$ cat config.mk
export PLATFORM = sky130hd
export DESIGN_NAME = lfsr_word_gen
export DESIGN_NICKNAME = d
export VERILOG_FILES = /design/src/rtl/lfsr_pkg.sv /design/src/rtl/lfsr_feedback.sv /design/src/rtl/lfsr_seed_guard.sv /design/src/rtl/lfsr_word_gen.sv
export SDC_FILE = /design/constraint.sdc
export NUM_CORES = 1
export LEC_CHECK = 0
export ABC_AREA = 1
export BUFFER_PORTS_ARGS = -buffer_cell sky130_fd_sc_hd__buf_2
export CAP_MARGIN = 20
export CORE_MARGIN = 4
export CORE_UTILIZATION = 42
export DETAILED_ROUTE_END_ITERATION = 7
export PLACE_DENSITY_LB_ADDON = 0.12
export SLEW_MARGIN = 0
export SYNTH_ARGS = -nofsm -noshare
export SYNTH_HDL_FRONTEND = slang
export SYNTH_SLANG_ARGS = --single-unit
$ cat constraint.sdc
create_clock -name clk -period 1.1 [get_ports clk]
set_input_delay 0.11 -clock clk [delete_from_list [all_inputs] [get_ports clk]]
set_output_delay 0.11 -clock clk [all_outputs]
set_load 0.02 [all_outputs]
$ cat src/rtl/lfsr_pkg.sv
// Package: shared constants for the shift generator.
// Assumes the widths in use are the three listed in width_supported().
package lfsr_pkg;

    // Reports whether a width has a tap set defined.
    function automatic bit width_supported(input int w);
        return (w == 3) || (w == 8) || (w == 32);
    endfunction

    // Returns the tap mask for a width. Bit k of the mask is tap k+1.
    function automatic logic [31:0] tap_mask(input int w);
        logic [31:0] m;
        m = '0;
        case (w)
            3:  begin m[2] = 1'b1; m[1] = 1'b1; end
            8:  begin m[7] = 1'b1; m[5] = 1'b1; m[4] = 1'b1; m[3] = 1'b1; end
            32: begin m[31] = 1'b1; m[21] = 1'b1; m[1] = 1'b1; m[0] = 1'b1; end
            default: m = '0;
        endcase
        return m;
    endfunction

endpackage

$ cat src/rtl/lfsr_feedback.sv
// Module: lfsr_feedback
// Forms the feedback bit as the XOR of the tapped bits of the current word.
// Assumes WIDTH is one of the supported widths; any other width stops elaboration.
module lfsr_feedback
    import lfsr_pkg::*;
#(
    parameter int WIDTH = 8
) (
    input  logic [WIDTH-1:0] state_i,
    output logic             fb_o
);
    localparam logic [31:0]      FULL_MASK = tap_mask(WIDTH);
    localparam logic [WIDTH-1:0] MASK      = FULL_MASK[WIDTH-1:0];

    logic [WIDTH-1:0] tapped;

    generate
        if (!width_supported(WIDTH)) begin : g_bad_width
            $error("lfsr_feedback: unsupported WIDTH");
        end
        // Keep only the tapped positions; untapped ones are tied to zero.
        for (genvar k = 0; k < WIDTH; k++) begin : g_tap
            if (MASK[k]) begin : g_on
                assign tapped[k] = state_i[k];
            end else begin : g_off
                assign tapped[k] = 1'b0;
            end
        end
    endgenerate

    // Reduce the tapped bits to a single parity bit.
    always_comb fb_o = ^tapped;

endmodule

$ cat src/rtl/lfsr_seed_guard.sv
// Module: lfsr_seed_guard
// Checks a proposed seed. A nonzero seed passes through unchanged. An all-zero
// seed is replaced by all ones and flagged.
// Assumes it is purely combinational and is sampled by the register owner.
module lfsr_seed_guard #(
    parameter int WIDTH = 8
) (
    input  logic [WIDTH-1:0] seed_i,
    output logic [WIDTH-1:0] start_o,
    output logic             zero_o
);
    localparam logic [WIDTH-1:0] SAFE_WORD = '1;

    // Detect the lock-up seed and pick the start word.
    always_comb begin
        zero_o  = (seed_i == '0);
        start_o = zero_o ? SAFE_WORD : seed_i;
    end

endmodule

$ cat src/rtl/lfsr_word_gen.sv
// Module: lfsr_word_gen
// Left-shifting pseudo-random generator. The feedback enters at bit 0. There
// is a seed load with zero-seed refusal, and a step enable.
// Assumes a synchronous active-low reset, and that load outranks step.
module lfsr_word_gen #(
    parameter int WIDTH = 8
) (
    input  logic             clk,
    input  logic             rst_n,
    input  logic             load_i,
    input  logic [WIDTH-1:0] seed_i,
    input  logic             step_i,
    output logic [WIDTH-1:0] word_o,
    output logic             fresh_bit_o,
    output logic             seed_err_o
);
    localparam logic [WIDTH-1:0] SAFE_WORD = '1;

    logic [WIDTH-1:0] word_q;
    logic             bit_q;
    logic             err_q;
    logic             fb;
    logic [WIDTH-1:0] start_word;
    logic             start_zero;

    lfsr_feedback #(.WIDTH(WIDTH)) u_feedback (
        .state_i (word_q),
        .fb_o    (fb)
    );

    lfsr_seed_guard #(.WIDTH(WIDTH)) u_guard (
        .seed_i  (seed_i),
        .start_o (start_word),
        .zero_o  (start_zero)
    );

    // Update the register word, the fresh bit and the seed error flag.
    always_ff @(posedge clk) begin
        if (!rst_n) begin
            word_q <= SAFE_WORD;
            bit_q  <= 1'b0;
            err_q  <= 1'b0;
        end else begin
            err_q <= load_i && start_zero;
            if (load_i) begin
                word_q <= start_word;
                bit_q  <= 1'b0;
            end else if (step_i) begin
                word_q <= {word_q[WIDTH-2:0], fb};
                bit_q  <= fb;
            end
        end
    end

    assign word_o      = word_q;
    assign fresh_bit_o = bit_q;
    assign seed_err_o  = err_q;


    reset_state_chk: assert property (@(posedge clk)
        !rst_n |=> (word_o == SAFE_WORD && !fresh_bit_o && !seed_err_o));


    shift_step_chk: assert property (@(posedge clk) disable iff (!rst_n)
        (step_i && !load_i) |=> (word_o[WIDTH-1:1] == $past(word_o[WIDTH-2:0])));


    never_zero_chk: assert property (@(posedge clk) disable iff (!rst_n)
        word_o != '0);


    seed_load_chk: assert property (@(posedge clk) disable iff (!rst_n)
        (load_i && seed_i != '0) |=> (word_o == $past(seed_i) && !fresh_bit_o));


    zero_seed_chk: assert property (@(posedge clk) disable iff (!rst_n)
        (load_i && seed_i == '0) |=> (word_o == SAFE_WORD && seed_err_o));


    err_pulse_chk: assert property (@(posedge clk) disable iff (!rst_n)
        !(load_i && seed_i == '0) |=> !seed_err_o);


    fresh_bit_chk: assert property (@(posedge clk) disable iff (!rst_n)
        (step_i && !load_i) |=> (fresh_bit_o == word_o[0]));


    idle_hold_chk: assert property (@(posedge clk) disable iff (!rst_n)
        (!load_i && !step_i) |=> ($stable(word_o) && $stable(fresh_bit_o)));

endmodule

; ---- Yosys cells after proc, flatten, opt, wreduce, memory -nomap -nowiden
; Index checks and enable logic that the tools add are counted.
[classes]
n_bitwise = 1
mux = 3
reduce_logical = 5
[op_table]
columns = operator, count
row1 = $mux W8, 3
row2 = $logic_not A8 Y1, 1
row3 = $reduce_xor A8 Y1, 1
row4 = $reduce_bool A2 Y1, 1
row5 = $reduce_or A2 Y1, 1
row6 = $logic_and A1 B1 Y1, 1
row7 = $not A1 Y1, 1
[word_totals]
output_inout_bits = 10
regBits = 10

; ---- Depth between registers and ports, before layout
; Gate-level depths: netlist (run 1).
[logic_depth]
word_depth = 3
mapped_depth = 7
depth_no_buf = 7

; ---- By module
; Synthesis (run 1) repeated with hierarchy kept, for this count alone.
[unflattened]
hier_cells = 94
area_unflattened_um2 = 594.3
[by_module_without_submodules]
columns = mod, cells_per_inst, instances, area_per_inst_um2, seq_area_each_um2
row1 = lfsr_word_gen, 56, 1, 429.2, 200.2
row2 = lfsr_seed_guard, 23, 1, 101.3, 0.0
row3 = lfsr_feedback, 15, 1, 63.8, 0.0

; ---- Least setup slack after synthesis (run 1)
; No wires, ideal clock.
[synth_path]
path_type = reg-to-reg
startpoint = reg word_q[7] (netlist: word_o[7])
endpoint = reg word_q[0] (netlist: word_o[0])
arrival_time_ps = 857
required_time_ps = 983
setup_ps = 117
period_less_slack_ps = 973
path_buffers = 0
slack_ps = 127
stages_incl_launch_ff = 8
cell_sequence = dfxtp_1 -> inv_1 -> nand2_1 -> nand2_1 -> nand2_1 -> nand2_1 -> nand3_1 -> nand2_1
[synth_between]
elab_chain_len = 3
[synth_rtl]
columns = element, line
row1 = from (decl), lfsr_word_gen.sv:19  ; logic [WIDTH-1:0] word_q;
row2 = from (signal assigned), lfsr_word_gen.sv:46  ; word_q <= start_word;
row3 = from (signal assigned), lfsr_word_gen.sv:49  ; word_q <= {word_q[WIDTH-2:0], fb};
row4 = $reduce_xor A8 Y1, lfsr_feedback.sv:32  ; always_comb fb_o = ^tapped;
row5 = $mux W8, lfsr_word_gen.sv:48  ; end else if (step_i) begin
row6 = $mux W8, lfsr_word_gen.sv:45  ; if (load_i) begin
; No other way between the ends. The select of a mux whose other input is x is not followed.
; A chain may end at the register's enable or synchronous reset.

; ---- Worst setup path in the final report (run 1)
[layout_path]
startpoint = reg word_q[5] (netlist: word_o[5])
endpoint = out word_o[5]
[layout_rtl]
columns = element, line
row1 = to (decl), lfsr_word_gen.sv:13  ; output logic [WIDTH-1:0] word_o,
; No word-level cell between the ends.

==> impl_metrics.json, run 1 <==
{
  "cts_buffers": 3,
  "cts_setup_buffers": 0,
  "leakage_nw": 0.475,
  "cts_tree": "yes",
  "floorplan.initialDensity": 0.441,
  "finalSetupTns_ps": 0,
  "grt.overflow.total": 0,
  "core-area_um2": 1490,
  "dpl.hpwl_mm": 1.15,
  "ant_nets": 0,
  "drc": 0,
  "critPathMaxStageDelay_ps": 410,
  "fp.dieH_um": 47.5,
  "status": "complete, no violations",
  "cts.repair.resized": 0,
  "intPower_mw": 0.664,
  "final_common_cell": "nand2_1",
  "antenna_found_initial": 0,
  "worstPathArrival_ps": 880,
  "maxCapViolCount": 0,
  "cp_cell_sequence": "buf_2",
  "cp-startpoint": "word_o[5]",
  "final_cell_mix": "50 x nand2_1, 21 x buf_2, 11 x inv_1",
  "netSwitchingPower_mw": 0.306,
  "max_freq_mhz": 1010,
  "ios": 22,
  "slew_headroom": 0.791,
  "cts_sinks": 10,
  "drtIter0Drc": 16,
  "synth_top_area_frac": 0.305,
  "path_delay_family": "flip-flops",
  "grt_pass1_wl_mm": 2.28,
  "yosysSeqAreaShare": 0.305,
  "synthesis.nets": 119,
  "critPathSlowestCell": "dfxtp_1",
  "hold_viol": 0,
  "rrSetupSlack_ps": 170,
  "clock_power_share": 0.360,
  "min_period_ps": 992,
  "hold_class": "primary input to register",
  "syn_area_um2": 657,
  "yosysWarningCount": 0,
  "syn_area_per_cell_um2": 6.14,
  "final_nets": 143,
  "grtUsageMet3": 0.0602,
  "use_met2": 0.203,
  "worstMarginPinSlew_ps": 312,
  "busiest_layer": "met1",
  "yosysTopAreaCell": "dfxtp_1",
  "synth_cell_types": 16,
  "fin_skew_ps": 11.6,
  "gp_congestion": 0.862,
  "post_drt_via_cell_ratio": 4.73,
  "htreeDepth": 1,
  "cp.required_ps": 990,
  "rsz0062_at_grt": "no",
  "grt_usage": 0.146,
  "rows": 14,
  "grt_max_degree": 14,
  "period_share": 0.902,
  "drv_slew": 0,
  "pwr-share-seq": 0.413,
  "n_antenna_cell": 0,
  "worstRegToRegCells": 7,
  "worstSetupPathType": "register to output port",
  "io_buffers": 21,
  "cellPowerDensity_nw_per_um2": 1220,
  "routed_wl_mm": 1.49,
  "stdcell_count": 146,
  "swShare": 0.316,
  "reg2reg_to": "word_o[0]",
  "worstSetupStartpointType": "register",
  "end_kind": "output port",
  "synth_area_leaders": "dfxtp_1 30%, nand2_1 29%, inv_1 6.3%, a21oi_1 6.1%, o21ai_0 3.8%",
  "dr.pass1.iters": 4,
  "clockBufferDepth": 2,
  "grt_pass1_vias": 548,
  "power_frac_comb": 0.227,
  "peakVddDrop_mv": 0.846,
  "clkTransAtPathRegs_ps": 80,
  "die_w_um": 47.5,
  "root_buffer": "clkbuf_4",
  "hold_buffers": 0,
  "ys_ff_latch": 10,
  "syn-instance-count": 107,
  "grt_util_met1": 0.204,
  "dp.cells": 142,
  "setup.worst_path.end": "word_o[5]",
  "drive_gt1_frac": 0.277,
  "wl_per_cell_um": 10.2,
  "path_buf_inv": 1,
  "critPathMaxFanout": 5,
  "area_growth_pct": 21.1,
  "setup_viol": 0,
  "cp.depth": 1,
  "clock_latency_ps": 280,
  "die-area_um2": 2260,
  "rr_startpoint": "word_o[5]",
  "num_vias": 691
}
==> power groups by stage <==
stage / logic, mW / clock network [mW] / registers [mW]
floorplan: 0.130 / 0 / 0.435
global placement: 0.221 / 0 / 0.410
global route: 0.249 / 0.371 / 0.404
finish: 0.220 / 0.349 / 0.401
detailed placement: 0.221 / 0 / 0.410
CTS: 0.222 / 0.352 / 0.401
==> logic make-up (layout without fill, tap and decap cells) <==
| logic type | after synthesis | after routing | share of synthesized area |
|---|---|---|---|
| DFF | 10 | 10 | 0.305 |
| and+or+nand+nor | 63 | 63 | 0.432 |
| buffers and inverters | 19 | 42 | 0.139 |
| AOI/OAI and AO/OA | 15 | 15 | 0.124 |
==> through the flow <==
step / area, µm² / hold slack (ps) / worst slack [ps] / power, mW / util
floorplan: 657 / 179 / 127 / 0.565 / -
global placement: 759 / 359 / 183 / 0.630 / 0.510
detailed placement: 759 / 362 / 178 / 0.630 / 0.510
CTS: 796 / 79.5 / 110 / 0.975 / 0.534
global route: 796 / 83.8 / 73.6 / 1.02 / 0.534
finish: 796 / 79.4 / 108 / 0.971 / 0.534
==> cell usage after synthesis <==
library cell and n:
nor2_4 1, o211ai_1 1, nand3_1 4, a21oi_2 1
dfxtp_1 10, nor2_1 5, a21oi_1 8, nand2_1 50
nor2_8 1, nand3b_4 1, inv_6 1, inv_2 5
nor2_2 1, buf_6 2, o21ai_0 5, inv_1 11
==> routing by layer <==
layer,vias up,routed length (µm)
met5,-,0
met4,0,10
met3,2,126
met2,29,645
met1,288,709
li1,372,-
==> flip-flops by register name (all words and copies together), names as in the netlist <==
| signal | flops |
|---|---|
| seed_err_o | 1 |
| fresh_bit_o | 1 |
| word_o | 8 |
==> final cells by class <==
type / count / area (µm²)
multi-input combinational: 78 / 365
sequential: 10 / 200
tap: 16 / 20.0
inverter: 17 / 68.8
timing repair buffer: 21 / 105
fill: 158 / 693
clock buffer: 4 / 36.3
==> worst min-delay path by stage <==
stage	cells past startpoint	start	endpoint	slack [ps]
global route	2	rst_n	word_o[1]	80
CTS	2	rst_n	word_o[1]	80
finish	2	rst_n	word_o[1]	80
detailed placement	2	rst_n	word_o[1]	360
floorplan	1	rst_n	word_o[1]	180
global placement	2	rst_n	word_o[4]	360
(Power assumes the default switching activity.)
==> run 2: changes to the inputs <==
ABC_AREA = not set   (was 1)
CAP_MARGIN = not set   (was 20)
CORE_AREA = 4 4 41 43   (was not set)
CORE_MARGIN = not set   (was 4)
CORE_UTILIZATION = not set   (was 42)
DIE_AREA = 0 0 45 47   (was not set)
==> run 2 against run 1 <==
Synthesized cell count fell by 51%. Flip-flop and latch count stayed put. Count of clock-buffer cells in the layout down 1. Cell area decreased by 14%. Sequential share of layout area grew 4.3 points. Combinational power down 9.5%. Worst hold slack got worse by 27 ps. Routed wire length fell by 18%. Final cell count shrank 36%. Sequential power hardly changed. Critical path depth up 1. Setup slack lost 13 ps. Critical path type unchanged. Highest routed layer unchanged.
==> impl_metrics.json, run 2 <==
{
  "post-synth-top-count-cell": "dfxtp_1",
  "leakage_nw": 0.288,
  "path_delay_family": "flip-flops",
  "io_buffers": 21,
  "fin_skew_ps": 1.03,
  "setup_viol": 0,
  "intPower_mw": 0.600,
  "final_common_cell": "buf_2",
  "min_period_ps": 1010,
  "hold_buffers": 0,
  "n_antenna_cell": 0,
  "cts_sinks": 10,
  "swShare": 0.286,
  "pwr-share-seq": 0.478,
  "drv_slew": 0,
  "rows": 13,
  "synthFlopType": "dfxtp_1",
  "wl_per_cell_um": 13.1,
  "hold_viol": 0,
  "largest_reg_flops": 8,
  "routed_wl_mm": 1.22,
  "maxCapViolCount": 0,
  "placed_area_um2": 658,
  "syn-instance-count": 52,
  "gp_congestion": 0.703,
  "die-area_um2": 2120,
  "netSwitchingPower_mw": 0.241,
  "synth_area_leaders": "dfxtp_1 39%, a2bb2oi_1 6.8%, o31ai_1 5.9%, xnor2_1 5.1%, nand2b_1 4.9%",
  "yosysTopAreaCell": "dfxtp_1",
  "clock_latency_ps": 260,
  "grt_pass1_vias": 467,
  "rsz0062_at_grt": "no",
  "yosys-top-cells-count": "10 x dfxtp_1, 4 x a2bb2oi_1, 4 x nand2b_1, 4 x o31ai_1",
  "power_frac_comb": 0.236,
  "synthesis.nets": 64,
  "cp.required_ps": 990,
  "yosysSeqAreaShare": 0.390,
  "final_cell_mix": "21 x buf_2, 10 x dfxtp_1",
  "synth_cell_types": 26,
  "syn_area_um2": 513,
  "syn_area_per_cell_um2": 9.87,
  "post_drt_via_cell_ratio": 5.24,
  "drive_gt1_frac": 0.397,
  "hold_class": "primary input to register",
  "synth_edf_count": 0,
  "critPathMaxStageDelay_ps": 350,
  "worstRegToRegCells": 3,
  "critPathSlowestCell": "dfxtp_1",
  "clock_power_share": 0.285,
  "ys_ff_latch": 10,
  "cp-startpoint": "word_o[3]",
  "dr.pass1.iters": 4,
  "cts_tree": "yes",
  "worstSetupPathType": "register to output port",
  "root_buffer": "clkbuf_4",
  "drtIter0Drc": 9,
  "htreeDepth": 1,
  "finalSetupTns_ps": 0,
  "path_buf_inv": 2,
  "grt_max_degree": 10,
  "final_nets": 92,
  "grt.overflow.total": 0,
  "worstMarginPinSlew_ps": 309,
  "grt_pass1_wl_mm": 1.98,
  "ios": 22,
  "end_kind": "output port",
  "slew_headroom": 0.793,
  "synth_top_area_frac": 0.390,
  "rrSetupSlack_ps": 130,
  "peakVddDrop_mv": 0.655,
  "setup.worst_path.end": "word_o[3]",
  "cp.depth": 2,
  "async_reset_ff_frac": 0,
  "floorplan.initialDensity": 0.394,
  "dpl.hpwl_um": 982,
  "critPathMaxFanout": 3,
  "area_growth_pct": 32.7,
  "cts_buffers": 3,
  "cp_cell_sequence": "buf_4 > buf_2",
  "rr_startpoint": "word_o[5]",
  "die_w_um": 45,
  "design_area_um2": 681,
  "clockBufferDepth": 2,
  "pre_cts_ws_ps": 42.4,
  "status": "complete, no violations",
  "drc": 0,
  "num_vias": 487,
  "antenna_found_initial": 0,
  "fp.dieH_um": 47,
  "max_freq_mhz": 994,
  "period_share": 0.914,
  "core-area_um2": 1300,
  "fin_ws_ps": 94.2,
  "grt_usage": 0.132,
  "clkTransAtPathRegs_ps": 60,
  "ant_nets": 0,
  "yosysWarningCount": 0,
  "cellPowerDensity_nw_per_um2": 1240,
  "reg2reg_to": "word_o[0]",
  "worstSetupStartpointType": "register",
  "worstPathArrival_ps": 900
}
run 2: final cells by class:
| type | instances | area (µm²) |
|---|---|---|
| Clock buffer | 3 | 22.5 |
| Fill cell | 132 | 621 |
| Inverter | 3 | 11.3 |
| Multi-Input combinational cell | 37 | 293 |
| Sequential cell | 10 | 200 |
| Tap cell | 15 | 18.8 |
| Timing Repair Buffer | 25 | 135 |
run 2: kinds of logic (layout without fill, tap and decap cells):
group / count (synthesis) / in the layout / share of synthesized area
simple gates: 14 / 14 / 0.195
buf+inv: 5 / 31 / 0.0390
mux: 2 / 2 / 0.0390
xor+xnor: 3 / 3 / 0.0512
flops: 10 / 10 / 0.390
compound gates: 18 / 18 / 0.285
run 2: how the worst min path moves through the flow:
stage                     start   endpoint  slack (ps)  cells after the start
final                     rst_n  word_o[6]          50                      2
after floorplan           rst_n  word_o[6]         190                      1
after global routing      rst_n  word_o[6]          70                      2
after detailed placement  rst_n  word_o[6]         320                      2
after global placement    rst_n  word_o[6]         320                      2
after CTS                 rst_n  word_o[6]          40                      2
run 2: routing by layer:
layer,vias up,global-route usage,share of wire
met1,222,0.169,0.47
li1,246,-,-
met5,-,0,0
met3,2,0.0613,0.071
met4,0,0.0526,0.0066
met2,17,0.192,0.45
run 2: timing repair:
action | in CTS | in global routing
setup buffers | 0 | 0
gates resized for setup | 0 | 1
setup endpoints to repair | 0 | 1
run 2: through the flow:
step	power, mW	util	std cells	hold slack (ps)
floorplan	0.527	-	52	186
global placement	0.608	0.506	90	316
detailed placement	0.607	0.506	90	318
CTS	0.858	0.523	93	40.8
global route	0.892	0.523	93	65.6
finish	0.841	0.523	93	52.9
run 2: power by group through the flow:
| stage | combinational (mW) | clock, mW | sequential, mW |
|---|---|---|---|
| 6_report | 0.199 | 0.240 | 0.403 |
| 5_1_grt | 0.216 | 0.272 | 0.404 |
| 4_1_cts | 0.198 | 0.258 | 0.402 |
| 3_5_place_dp | 0.197 | 0 | 0.410 |
| 3_3_place_gp | 0.198 | 0 | 0.410 |
| 2_1_floorplan | 0.0894 | 0 | 0.437 |
==> run 3: changes to the inputs <==
CORE_AREA = 2 2 39 41   (was 4 4 41 43)
CTS_BUF_LIST = sky130_fd_sc_hd__clkbuf_8   (was not set)
DIE_AREA = 0 0 41 43   (was 0 0 45 47)
RECOVER_POWER = 50   (was not set)
==> run 3 against run 2 <==
Sequential power barely moved. Register-to-register slack barely moved. Final cell count grew 1.1%. Cell area up 0.92%. Critical path depth up 2. First-iteration DRC count shrank 67%. Largest cell class unchanged. Non-clock buffer count is 1 lower. Maximum frequency shrank 4.4%. Worst hold slack better by 45 ps. Core utilization shrank 2.7 points. Setup slack lost 47 ps. Global-route usage up 2.9 points.
==> impl_metrics.json, run 3 (synthesis gave the netlist of run 2 again) <==
{
  "drtIter0Drc": 3,
  "setup_viol": 0,
  "final_nets": 91,
  "maxCapViolCount": 0,
  "rr_startpoint": "word_o[3]",
  "floorplan.initialDensity": 0.371,
  "clockBufferDepth": 2,
  "clock_latency_ps": 230,
  "peakVddDrop_mv": 0.652,
  "root_buffer": "clkbuf_8",
  "fin_skew_ps": 0.622,
  "rrSetupSlack_ps": 120,
  "worstSetupPathType": "primary input to register",
  "final_common_cell": "buf_2",
  "grt_pass1_wl_mm": 1.86,
  "ant_nets": 0,
  "largest_reg_flops": 8,
  "grt_max_degree": 10,
  "period_share": 0.957,
  "timing.hold.ws_ps": 97.5,
  "rows": 14,
  "antenna_found_initial": 0,
  "n_antenna_cell": 0,
  "finalSetupTns_ps": 0,
  "placed_area_um2": 652,
  "grt_pass1_vias": 469,
  "leakage_nw": 0.285,
  "slew_headroom": 0.574,
  "cp-startpoint": "load_i",
  "cp_cell_sequence": "clkbuf_1 > and2b_1 > a31oi_1 > o311ai_1",
  "cts_sinks": 10,
  "final_cell_mix": "17 x buf_2, 10 x dfxtp_1",
  "cp.required_ps": 1180,
  "clkTransAtPathRegs_ps": 50,
  "status": "complete, no violations",
  "num_vias": 489,
  "worstMarginPinSlew_ps": 635,
  "die-area_um2": 1760,
  "routed_wl_mm": 1.16,
  "cts_setup_buffers": 0,
  "critPathMaxFanout": 7,
  "dpl.hpwl_um": 931,
  "drv_slew": 0,
  "power_mw": 1.04,
  "area_growth_pct": 33.9,
  "cellPowerDensity_nw_per_um2": 1520,
  "critPathMaxStageDelay_ps": 520,
  "final_core_util": 0.496,
  "max_freq_mhz": 950,
  "grt.overflow.total": 0,
  "die_w_um": 41,
  "wl_per_cell_um": 12.3,
  "hold_start": "rst_n",
  "worstSetupStartpointType": "primary input",
  "end_kind": "register",
  "min_period_ps": 1050,
  "hold_buffers": 0,
  "drive_gt1_frac": 0.333,
  "core-area_um2": 1380,
  "cts_buffers": 3,
  "fp.dieH_um": 43,
  "fill_cells": 136,
  "rsz0062_at_grt": "no",
  "worstPathArrival_ps": 1130,
  "grt_usage": 0.162,
  "dr.pass1.iters": 3,
  "hold_viol": 0,
  "design_area_um2": 687,
  "htreeDepth": 1,
  "hold_class": "primary input to register",
  "ios": 22,
  "drc": 0,
  "gp_congestion": 0.745,
  "io_buffers": 21,
  "cts_tree": "yes",
  "post_drt_via_cell_ratio": 5.20,
  "critPathSlowestCell": "a31oi_1"
}
[run 3: metrics by stage]
stage / std cells / setup WS, ps
2_1_floorplan: 52 / 33.7
3_3_place_gp: 90 / 39.9
3_5_place_dp: 90 / 27.5
4_1_cts: 94 / 27.3
5_1_grt: 94 / 25.0
6_report: 94 / 47.5
[run 3: path summary, 6_finish.rpt]
path | endpoint | cells past startpoint
max | word_o[0] | 4
min | word_o[6] | 2
max reg2reg | word_o[0] | 3
min reg2reg | word_o[2] | 1
[run 3: layer usage]
metal | up-vias | track usage | part of all wire
met5 | - | 0 | 0
met3 | 4 | 0.0314 | 0.069
met4 | 0 | 0.120 | 0.024
met2 | 17 | 0.225 | 0.41
met1 | 223 | 0.210 | 0.49
li1 | 245 | - | -
[run 3: critical path, delay by kind of cell]
family,cells,cell delay (ps)
compound gates,2,720
buf+inv,1,110
simple gates,1,190
[run 3: timing repair]
action | CTS | global route
setup endpoints to repair | 0 | 1
endpoints found under the hold margin | 0 | 0
resized for setup | 0 | 1
[run 3: where the power goes]
group | internal, mW | total [mW] | switching (mW)
clock network | 0.314 | 0.453 | 0.139
registers | 0.386 | 0.403 | 0.0163
logic | 0.0830 | 0.188 | 0.105
[run 3: layout make-up]
type,instances,area (µm²),share of cell area
inverter,3,11.3,0.0164
sequential,10,200,0.291
timing repair buffer,24,123,0.179
tap,16,20.0,0.0291
multi-input combinational,37,278,0.404
clock buffer,4,55.1,0.0801
